<file path="config.mk">
export PLATFORM = sky130hd
export DESIGN_NAME = dual_tmr_combiner
export DESIGN_NICKNAME = d
export VERILOG_FILES = /design/src/rtl/tmr_comb_pkg.sv /design/src/rtl/tmr_down_cnt.sv /design/src/rtl/tmr_cfg_regs.sv /design/src/rtl/tmr_seq.sv /design/src/rtl/tmr_pin_mux.sv /design/src/rtl/dual_tmr_combiner.sv
export SDC_FILE = /design/constraint.sdc
export NUM_CORES = 1
export LEC_CHECK = 0
export ABC_CLOCK_PERIOD_IN_PS = 3300
export CORE_ASPECT_RATIO = 0.9
export CORE_MARGIN = 2
export CORE_UTILIZATION = 55
export CTS_CLUSTER_DIAMETER = 40
export CTS_CLUSTER_SIZE = 24
export DETAILED_ROUTE_END_ITERATION = 7
export PLACE_DENSITY = 0.8
export SYNTH_ARGS = -nofsm -noshare
export SYNTH_HDL_FRONTEND = slang
export SYNTH_SLANG_ARGS = --single-unit
</file>
<file path="constraint.sdc">
create_clock -name clk_i -period 3.3 [get_ports clk_i]
set_input_delay 0.495 -clock clk_i [delete_from_list [all_inputs] [get_ports clk_i]]
set_output_delay 0.495 -clock clk_i [all_outputs]
set_load 0.1 [all_outputs]
</file>
<file path="src/rtl/tmr_comb_pkg.sv">
package tmr_comb_pkg;
  typedef enum logic [1:0] {
    FN_AND  = 2'b00,
    FN_OR   = 2'b01,
    FN_NOR  = 2'b10,
    FN_NAND = 2'b11
  } comb_fn_e;

  typedef enum logic [1:0] {
    SUB_NORM = 2'b00,
    SUB_ALT  = 2'b01,
    SUB_LOW  = 2'b10,
    SUB_HIGH = 2'b11
  } sub_e;

  typedef struct packed {
    logic     demod;
    logic     pin_sel;
    comb_fn_e fn;
    sub_e     sub;
    logic     lvl_a;
    logic     lvl_b;
  } cfg_t;

  localparam int CFG_W = $bits(cfg_t);
endpackage

</file>
<file path="src/rtl/tmr_down_cnt.sv">
module tmr_down_cnt #(
  parameter int W = 8
) (
  input  logic         clk_i,
  input  logic         rst_ni,
  input  logic         load_i,
  input  logic         dec_i,
  input  logic [W-1:0] rld_i,
  output logic         tc_o
);
  logic [W-1:0] cnt_q;

  always_ff @(posedge clk_i or negedge rst_ni) begin
    if (!rst_ni)     cnt_q <= '0;
    else if (load_i) cnt_q <= rld_i;
    else if (dec_i)  cnt_q <= cnt_q - W'(1);
  end

  assign tc_o = (cnt_q == '0);

  // terminal count reloads, never wraps
  a_r5_no_wrap: assert property (@(posedge clk_i) disable iff (!rst_ni)
    dec_i |-> (cnt_q != '0));
endmodule

</file>
<file path="src/rtl/tmr_cfg_regs.sv">
module tmr_cfg_regs
  import tmr_comb_pkg::*;
#(
  parameter int A_W = 8,
  parameter int B_W = 16
) (
  input  logic             clk_i,
  input  logic             rst_ni,
  input  logic             cfg_we_i,
  input  logic [CFG_W-1:0] cfg_wdata_i,
  input  logic             busy_a_i,
  input  logic             busy_b_i,
  input  logic             a_rld_we_i,
  input  logic [A_W-1:0]   a_rld_i,
  input  logic             b_rld_we_i,
  input  logic [B_W-1:0]   b_rld_i,
  output cfg_t             cfg_o,
  output logic [A_W-1:0]   a_rld_o,
  output logic [B_W-1:0]   b_rld_o
);
  cfg_t cfg_q, cfg_wr, cfg_nx;

  assign cfg_wr = cfg_t'(cfg_wdata_i);

  always_comb begin
    cfg_nx = cfg_wr;
    // start levels are locked while their timer is busy
    if (busy_a_i) cfg_nx.lvl_a = cfg_q.lvl_a;
    if (busy_b_i) cfg_nx.lvl_b = cfg_q.lvl_b;
  end

  always_ff @(posedge clk_i or negedge rst_ni) begin
    if (!rst_ni)       cfg_q <= '0;
    else if (cfg_we_i) cfg_q <= cfg_nx;
  end

  always_ff @(posedge clk_i or negedge rst_ni) begin
    if (!rst_ni)         a_rld_o <= '0;
    else if (a_rld_we_i) a_rld_o <= a_rld_i;
  end

  always_ff @(posedge clk_i or negedge rst_ni) begin
    if (!rst_ni)         b_rld_o <= '0;
    else if (b_rld_we_i) b_rld_o <= b_rld_i;
  end

  assign cfg_o = cfg_q;

  a_r9_lvl_a_lock: assert property (@(posedge clk_i) disable iff (!rst_ni)
    busy_a_i |=> $stable(cfg_q.lvl_a));
  a_r9_lvl_b_lock: assert property (@(posedge clk_i) disable iff (!rst_ni)
    busy_b_i |=> $stable(cfg_q.lvl_b));
endmodule

</file>
<file path="src/rtl/tmr_seq.sv">
module tmr_seq
  import tmr_comb_pkg::*;
(
  input  logic       clk_i,
  input  logic       rst_ni,
  input  logic       demod_i,
  input  logic [1:0] sub_i,
  input  logic       lvl_a_i,
  input  logic       lvl_b_i,
  input  logic       a_en_i,
  input  logic       b_en_i,
  input  logic       tc_a_i,
  input  logic       tc_b_i,
  output logic       ld_a_o,
  output logic       dec_a_o,
  output logic       ld_b_o,
  output logic       dec_b_o,
  output logic       busy_a_o,
  output logic       busy_b_o,
  output logic       a_out_o,
  output logic       b_out_o
);
  logic tx, alt, nrm, frc, en_a, en_b;
  logic run_a_q, run_b_q, phase_q, live_q, a_q, b_q;
  logic run_a_nx, run_b_nx, phase_nx, live_nx, a_nx, b_nx;

  assign tx   = !demod_i;
  assign alt  = tx && (sub_i == SUB_ALT);
  assign nrm  = tx && (sub_i == SUB_NORM);
  assign frc  = tx && sub_i[1];
  assign en_a = tx && a_en_i;
  assign en_b = nrm && b_en_i;

  always_comb begin
    ld_a_o = 1'b0; dec_a_o = 1'b0;
    ld_b_o = 1'b0; dec_b_o = 1'b0;
    run_a_nx = run_a_q; run_b_nx = run_b_q;
    phase_nx = phase_q; live_nx  = live_q;
    a_nx = a_q; b_nx = b_q;

    // timer A
    if (!en_a) begin
      run_a_nx = 1'b0; ld_a_o = 1'b1; a_nx = !lvl_a_i;
    end else if (!run_a_q) begin
      run_a_nx = 1'b1; ld_a_o = 1'b1; a_nx = lvl_a_i;
    end else if (!alt) begin
      if (tc_a_i) begin ld_a_o = 1'b1; a_nx = !a_q; end
      else dec_a_o = 1'b1;
    end else if (!phase_q) begin
      if (tc_a_i) begin
        a_nx = !a_q; phase_nx = 1'b1; ld_b_o = 1'b1;
        if (!live_q) begin b_nx = lvl_b_i; live_nx = 1'b1; end
      end else dec_a_o = 1'b1;
    end

    // timer B
    if (alt && en_a && run_a_q) begin
      run_b_nx = 1'b0;
      if (phase_q) begin
        if (tc_b_i) begin b_nx = !b_q; phase_nx = 1'b0; ld_a_o = 1'b1; end
        else dec_b_o = 1'b1;
      end
    end else begin
      phase_nx = 1'b0; live_nx = 1'b0;
      if (!en_b) begin
        run_b_nx = 1'b0; ld_b_o = 1'b1; b_nx = !lvl_b_i;
      end else if (!run_b_q) begin
        run_b_nx = 1'b1; ld_b_o = 1'b1; b_nx = lvl_b_i;
      end else if (tc_b_i) begin
        ld_b_o = 1'b1; b_nx = !b_q;
      end else dec_b_o = 1'b1;
    end
  end

  always_ff @(posedge clk_i or negedge rst_ni) begin
    if (!rst_ni) begin
      run_a_q <= 1'b0; run_b_q <= 1'b0;
      phase_q <= 1'b0; live_q  <= 1'b0;
      a_q <= 1'b1; b_q <= 1'b1;
    end else begin
      run_a_q <= run_a_nx; run_b_q <= run_b_nx;
      phase_q <= phase_nx; live_q  <= live_nx;
      a_q <= a_nx; b_q <= b_nx;
    end
  end

  assign busy_a_o = run_a_q;
  assign busy_b_o = run_b_q || (alt && run_a_q);
  assign a_out_o  = a_q;
  assign b_out_o  = frc ? sub_i[0] : b_q;

  a_r4_start_lvl: assert property (@(posedge clk_i) disable iff (!rst_ni)
    (en_a && !run_a_q) |=> (a_q == $past(lvl_a_i)));
  a_r10_parked: assert property (@(posedge clk_i) disable iff (!rst_ni)
    demod_i |=> (!run_a_q && !run_b_q));
  a_r8_forced_idle: assert property (@(posedge clk_i) disable iff (!rst_ni)
    frc |=> !run_b_q);
  a_r6_one_turn: assert property (@(posedge clk_i) disable iff (!rst_ni)
    alt |-> !(dec_a_o && dec_b_o));
endmodule

</file>
<file path="src/rtl/tmr_pin_mux.sv">
module tmr_pin_mux
  import tmr_comb_pkg::*;
(
  input  logic     demod_i,
  input  logic     pin_sel_i,
  input  comb_fn_e fn_i,
  input  logic     a_i,
  input  logic     b_i,
  input  logic     gpo_i,
  output logic     pin_o
);
  logic merged;

  always_comb begin
    unique case (fn_i)
      FN_AND:  merged = a_i & b_i;
      FN_OR:   merged = a_i | b_i;
      FN_NOR:  merged = !(a_i | b_i);
      FN_NAND: merged = !(a_i & b_i);
      default: merged = 1'b0;
    endcase
  end

  assign pin_o = (!demod_i && pin_sel_i) ? merged : gpo_i;
endmodule

</file>
<file path="src/rtl/dual_tmr_combiner.sv">
module dual_tmr_combiner
  import tmr_comb_pkg::*;
#(
  parameter int A_W = 8,
  parameter int B_W = 16
) (
  input  logic             clk_i,
  input  logic             rst_ni,
  input  logic             cfg_we_i,
  input  logic [CFG_W-1:0] cfg_wdata_i,
  input  logic             a_rld_we_i,
  input  logic [A_W-1:0]   a_rld_i,
  input  logic             b_rld_we_i,
  input  logic [B_W-1:0]   b_rld_i,
  input  logic             a_en_i,
  input  logic             b_en_i,
  input  logic             gpo_i,
  output logic             a_out_o,
  output logic             b_out_o,
  output logic             pin_o
);
  cfg_t           cfg;
  logic [A_W-1:0] a_rld;
  logic [B_W-1:0] b_rld;
  logic busy_a, busy_b, ld_a, dec_a, ld_b, dec_b, tc_a, tc_b;

  tmr_cfg_regs #(.A_W(A_W), .B_W(B_W)) u_regs (
    .clk_i(clk_i), .rst_ni(rst_ni),
    .cfg_we_i(cfg_we_i), .cfg_wdata_i(cfg_wdata_i),
    .busy_a_i(busy_a), .busy_b_i(busy_b),
    .a_rld_we_i(a_rld_we_i), .a_rld_i(a_rld_i),
    .b_rld_we_i(b_rld_we_i), .b_rld_i(b_rld_i),
    .cfg_o(cfg), .a_rld_o(a_rld), .b_rld_o(b_rld)
  );

  tmr_down_cnt #(.W(A_W)) u_cnt_a (
    .clk_i(clk_i), .rst_ni(rst_ni), .load_i(ld_a), .dec_i(dec_a),
    .rld_i(a_rld), .tc_o(tc_a)
  );

  tmr_down_cnt #(.W(B_W)) u_cnt_b (
    .clk_i(clk_i), .rst_ni(rst_ni), .load_i(ld_b), .dec_i(dec_b),
    .rld_i(b_rld), .tc_o(tc_b)
  );

  tmr_seq u_seq (
    .clk_i(clk_i), .rst_ni(rst_ni),
    .demod_i(cfg.demod), .sub_i(cfg.sub),
    .lvl_a_i(cfg.lvl_a), .lvl_b_i(cfg.lvl_b),
    .a_en_i(a_en_i), .b_en_i(b_en_i),
    .tc_a_i(tc_a), .tc_b_i(tc_b),
    .ld_a_o(ld_a), .dec_a_o(dec_a), .ld_b_o(ld_b), .dec_b_o(dec_b),
    .busy_a_o(busy_a), .busy_b_o(busy_b),
    .a_out_o(a_out_o), .b_out_o(b_out_o)
  );

  tmr_pin_mux u_mux (
    .demod_i(cfg.demod), .pin_sel_i(cfg.pin_sel), .fn_i(cfg.fn),
    .a_i(a_out_o), .b_i(b_out_o), .gpo_i(gpo_i), .pin_o(pin_o)
  );
endmodule

</file>
Word-level counts from Yosys, hierarchy flattened
Index checks and enable logic that the tools add are counted.

word-level totals
  flip-flop bits (word level) = 62
  input bits = 40
  output and inout port bits = 3

cells by class
  add/subtract/negate cells = 2
  equality and inequality tests = 10
  multiplexer cells = 64
  bitwise gates (word level) = 4
  reduce and logical (&&, ||, !) cells = 26

operators by type and width
  cell                                                                   count
  1-bit 2-to-1 mux                                                       59
  16-bit 2-to-1 mux                                                      2
  16-bit logical NOT                                                     1
  8-bit 2-to-1 mux                                                       2
  16-bit by 1-bit subtractor with 16-bit output, second input constant   1
  1-bit logical AND                                                      9
  8-bit logical NOT                                                      1
  8-bit by 1-bit subtractor with 8-bit output, second input constant     1
  1-bit logical NOT                                                      7
  2-bit by 1-bit != test with 1-bit output, second input constant        3
  5-bit AND reduction                                                    1
  2-bit by 1-bit equality test with 1-bit output, second input constant  2
  2-bit equality test, second input constant                             2
  2-bit logical NOT                                                      2
  2-bit != test, second input constant                                   2
  4-bit != test, second input constant                                   1
  1-bit case mux with 4 select lines                                     1
  2-bit AND reduction                                                    2
  2-bit nonzero test                                                     2
  1-bit inverter                                                         2
  1-bit AND                                                              1
  1-bit logical OR                                                       1
  1-bit OR                                                               1

Longest topological paths before layout
  depth in word-level cells = 11
  gate-level depth with buffers = 10
  mapped depth without buffers = 8

Modules after synthesis
From an unflattened synthesis, not the netlist that was laid out.

second synthesis, totals
  cells, all modules = 270
  area total of the unflattened synthesis = 3191.8 um^2

modules (own cells, without submodules)
  module                  instances  cells an instance  area an instance (um^2)  sequential area each (um^2)
  tmr_cfg_regs            1          70                 1281.2                   800.8
  tmr_down_cnt (u_cnt_b)  1          98                 947.2                    400.4
  tmr_down_cnt (u_cnt_a)  1          50                 474.2                    200.2
  tmr_seq                 1          44                 446.7                    152.6
  tmr_pin_mux             1          8                  42.5                     0.0

Least setup slack after synthesis
OpenSTA, ideal clock, no wires.

  path kind = register -> register
  from = register u_cnt_a.cnt_q[0]
  to = register u_cnt_b.cnt_q[10]
  data arrival time = 2.273 ns
  required time = 3.179 ns
  slack = 0.906 ns
  cell stages (with the launch flop) = 10
  path buffers = 1
  period minus slack after synthesis = 2.394 ns
  cells stage by stage = dfrtp_1 inv_1 ha_1 or3b_1 clkbuf_1 or3_1 nand2_1 o21ai_2 mux2_1 o22a_1

between the ends
  longest elaborated chain between the ends = 11

RTL lines
  what                                                            RTL line            RTL
  start, declared                                                 tmr_down_cnt.sv:11  logic [W-1:0] cnt_q;
  start signal, assigned                                          tmr_down_cnt.sv:15  else if (load_i) cnt_q <= rld_i;
  start signal, assigned                                          tmr_down_cnt.sv:16  else if (dec_i) cnt_q <= cnt_q - W'(1);
  8-bit logical NOT (*)                                           tmr_down_cnt.sv:19  assign tc_o = (cnt_q == '0);
  1-bit 2-to-1 mux (*)                                            tmr_seq.sv:50       if (tc_a_i) begin
  1-bit 2-to-1 mux (*)                                            tmr_seq.sv:49       end else if (!phase_q) begin
  1-bit 2-to-1 mux (*)                                            tmr_seq.sv:46       end else if (!alt) begin
  1-bit 2-to-1 mux (*)                                            tmr_seq.sv:44       end else if (!run_a_q) begin
  1-bit 2-to-1 mux (*)                                            tmr_seq.sv:42       if (!en_a) begin
  1-bit 2-to-1 mux                                                tmr_seq.sv:69       end else if (tc_b_i) begin
  1-bit 2-to-1 mux                                                tmr_seq.sv:67       end else if (!run_b_q) begin
  1-bit 2-to-1 mux                                                tmr_seq.sv:65       if (!en_b) begin
  1-bit 2-to-1 mux (*)                                            tmr_seq.sv:57       if (alt && en_a && run_a_q) begin
  16-bit 2-to-1 mux / 2-bit nonzero test (equally long branches)  --
  end signal, assigned                                            tmr_down_cnt.sv:15
  end signal, assigned                                            tmr_down_cnt.sv:16
  end, declared                                                   tmr_down_cnt.sv:11

Mark *: on every way between the ends. The rest lies on a longest branch, timed or not.
A chain may end at the register's enable or synchronous reset.

Worst setup path after layout
  from = register u_cnt_a.cnt_q[0]
  to = register u_cnt_b.cnt_q[9]

The elaborated chain is that of the path after synthesis.

==> run metrics <==
status=complete, no violations; Vias=2409; Die ar.=approximately 6400 um^2; H-tree depth=3; period utilization=about four fifths; Slew HR=about half; CP Launch Type=flop; Initial DRC Count=114; die width=approximately 84 um; largest net degree at the start of global routing=34; cts bufs inserted=9; Post-CTS Repair Setup Buffers=0; antenna violations before repair=0; Int Pwr=1.54 mW; mapped cell area=between 3000 and 4000 um^2; PwrDens=roughly 530 nW/um^2; Setup CP Type=reg2reg; CTS clk-pin slew, worst paths=~0.07 ns; fmax=379 MHz; CTS tree=built; Hold Crit Class=in2async; Async S/R FF share, synth=100%; final WL=6.53 mm; CP max FO=8; Max Cap Viol=0; FP Rows=26; non-filler cells, final=419; CP Capture Type=flop; Final Critical Period=about 2.6 ns; WL per Instance=approximately 16 um; P_leak=approximately 1.6 nW; Slew Viols, Final=0; Avg Synthesized Cell Area=about 11 um^2; cts hold-fix bufs=0; commonest non-fill, non-tap cell in the layout=dfrtp_1; Cells after DPL=403; routability congestion estimate=about 0.84; Arr. time, crit path=2.87 ns; CTS Buffer Depth=2; GRT Total Usage=approximately 22%; HPWL after DPL=4.44 mm; fraction of layout cells with a size suffix above 1=between 10% and 20%; Fin Clk Skew=between 0.007 and 0.008 ns; RSZ-0062 raised after global routing=no; vias in the first global route=~2500; Net Count, Synth=around 350; Seq pwr share=between 40 and 50%; required time of the critical path=about 3.5 ns; global-route wire length before repair=11.5 mm; Root Buffer=clkbuf_8; Die Y=76.3 um; area growth from synthesis to layout=21.8%; Worst Hold Slack=around 0.18 ns; endpoints failing setup=0; number of synthesized register bits=between 60 and 70; Worst VDD drop=roughly 0.00032 V; grt ovf=0; Clock power frac=about 40%; CTS Sinks=62; Fin Setup TNS=0 ns; fillcell total=470; CTS resizes=0; clock latency on the worst-skew pair=about 0.34 ns; Gate power share=between 10% and 20%; First-pass DRT Iterations=4; Vias/cell=~5.7; Final Instance Area=between 3000 and 4000 um^2; EDFF count, synth=0; post-synthesis cell count=just over 300; IO Port Bufs=42; Psw=532 uW; CORE AREA=between 5000 and 6000 um^2; Seq/Total Area, Yosys=48.7%; yosys warns=0; number of inserted diodes=0; Worst-Margin Slew=~0.75 ns; most frequent cells in the layout=60 x dfrtp_1, 38 x clkdlybuf4s50_1, 31 x mux2_2; final hold viol count=0; Net count, final=387; PnR Total Power=roughly 2.1 mW; prevailing post-synth register cell=dfrtp_1; top-level port count=43; Post-DP Area=about 3600 um^2; Initial Utilization=56.7%; post-route DRC violation count=0; synth unique cells=approximately 50; Sw Share=25.6%; DRT antenna net count=0
## metrics by stage
stage / worst slack (ns) / utilization [%]
final: 0.658 / 69.0
after global placement: 0.668 / 64.6
after floorplan: 0.906 / -
after detailed placement: 0.511 / 64.6
after global routing: 0.488 / 69.0
after CTS: 0.663 / 69.0
## path summary, 6_finish.rpt
kind | slack, ns | start | end | cells after the start
hold reg to reg | 0.48 | u_regs.a_rld_o[5] | u_cnt_a.cnt_q[5] | 2
setup / recovery | 0.66 | u_cnt_a.cnt_q[0] | u_cnt_b.cnt_q[9] | 8
hold / removal | 0.18 | rst_ni | u_regs.b_rld_o[6] | 1
setup reg to reg | 0.66 | u_cnt_a.cnt_q[0] | u_cnt_b.cnt_q[9] | 8
min in group clk_i | 0.48 | u_regs.a_rld_o[5] | u_cnt_a.cnt_q[5] | 2
max in group asynchronous | 2.20 | rst_ni | u_seq.b_q | 2
## cell usage after synthesis, drive strengths merged (6+ instances only)
library cell,instances,share of area [%]
dfrtp,60,47
mux2,32,11
o21ai,27,4.6
nand2,21,2.5
inv,18,2.1
nor2,17,2.0
mux2i,16,5.0
a21oi,12,2.2
nor3,10,1.6
clkbuf,9,1.1
or3,7,1.5
nor4,6,1.2
o22ai,6,1.2
## cells by family after synthesis
| kind of cell | after synthesis | synth area share (%) |
|---|---|---|
| simple gates | 85 | 14.1 |
| compound gates | 67 | 14.0 |
| flops | 62 | 48.7 |
| mux | 48 | 16.3 |
| buf+inv | 32 | 4.39 |
| xor+xnor | 5 | 1.37 |
| fa+ha+maj | 3 | 1.18 |
## power by group through the flow
| stage | Combinational, mW | Clock [mW] | Sequential (mW) |
|---|---|---|---|
| after global routing | 0.352 | 0.880 | 0.940 |
| after detailed placement | 0.320 | 0 | 0.938 |
| after global placement | 0.307 | 0 | 0.933 |
| after CTS | 0.322 | 0.848 | 0.926 |
| final | 0.319 | 0.830 | 0.927 |
| after floorplan | 0.206 | 0 | 0.929 |
## critical path: stages, from the launching register on
cell and delay, ns:
dfrtp_1 0.44, inv_1 0.08, ha_1 0.18, or3b_1 0.47, or3_1 0.46, nand2_1 0.19
a21boi_4 0.35, o21ai_2 0.10, a22o_1 0.25
## flip-flops by register name, summed over array words and instances, names as in the netlist
| name | cells |
|---|---|
| u_seq.phase_q | 1 |
| u_seq.b_q | 1 |
| u_regs.a_rld_o | 8 |
| u_seq.live_q | 1 |
| u_regs.cfg_o | 8 |
| u_seq.run_b_q | 1 |
| u_regs.b_rld_o | 16 |
| u_seq.a_out_o | 1 |
| u_cnt_a.cnt_q | 8 |
| u_seq.busy_a_o | 1 |
| u_cnt_b.cnt_q | 16 |
## cell type report
cell class | count | area [um^2] | area share, %
Clock inverter | 3 | 90.1 | 2.32
Clock buffer | 13 | 159 | 4.09
Timing Repair Buffer | 45 | 430 | 11.1
Multi-Input combinational cell | 208 | 1500 | 38.5
Inverter | 18 | 67.6 | 1.74
Sequential cell | 62 | 1550 | 40.0
Tap cell | 70 | 87.6 | 2.25
## per-layer routing
metal / up-vias / global-route usage [%] / routed length (um)
li1: 1177 / - / -
met4: 0 / 9.68 / 76
met5: - / 0 / 0
met1: 1173 / 29.3 / 3100
met3: 7 / 5.74 / 292
met2: 52 / 34.6 / 3060
Note: power is estimated with default switching activity, not from simulation.
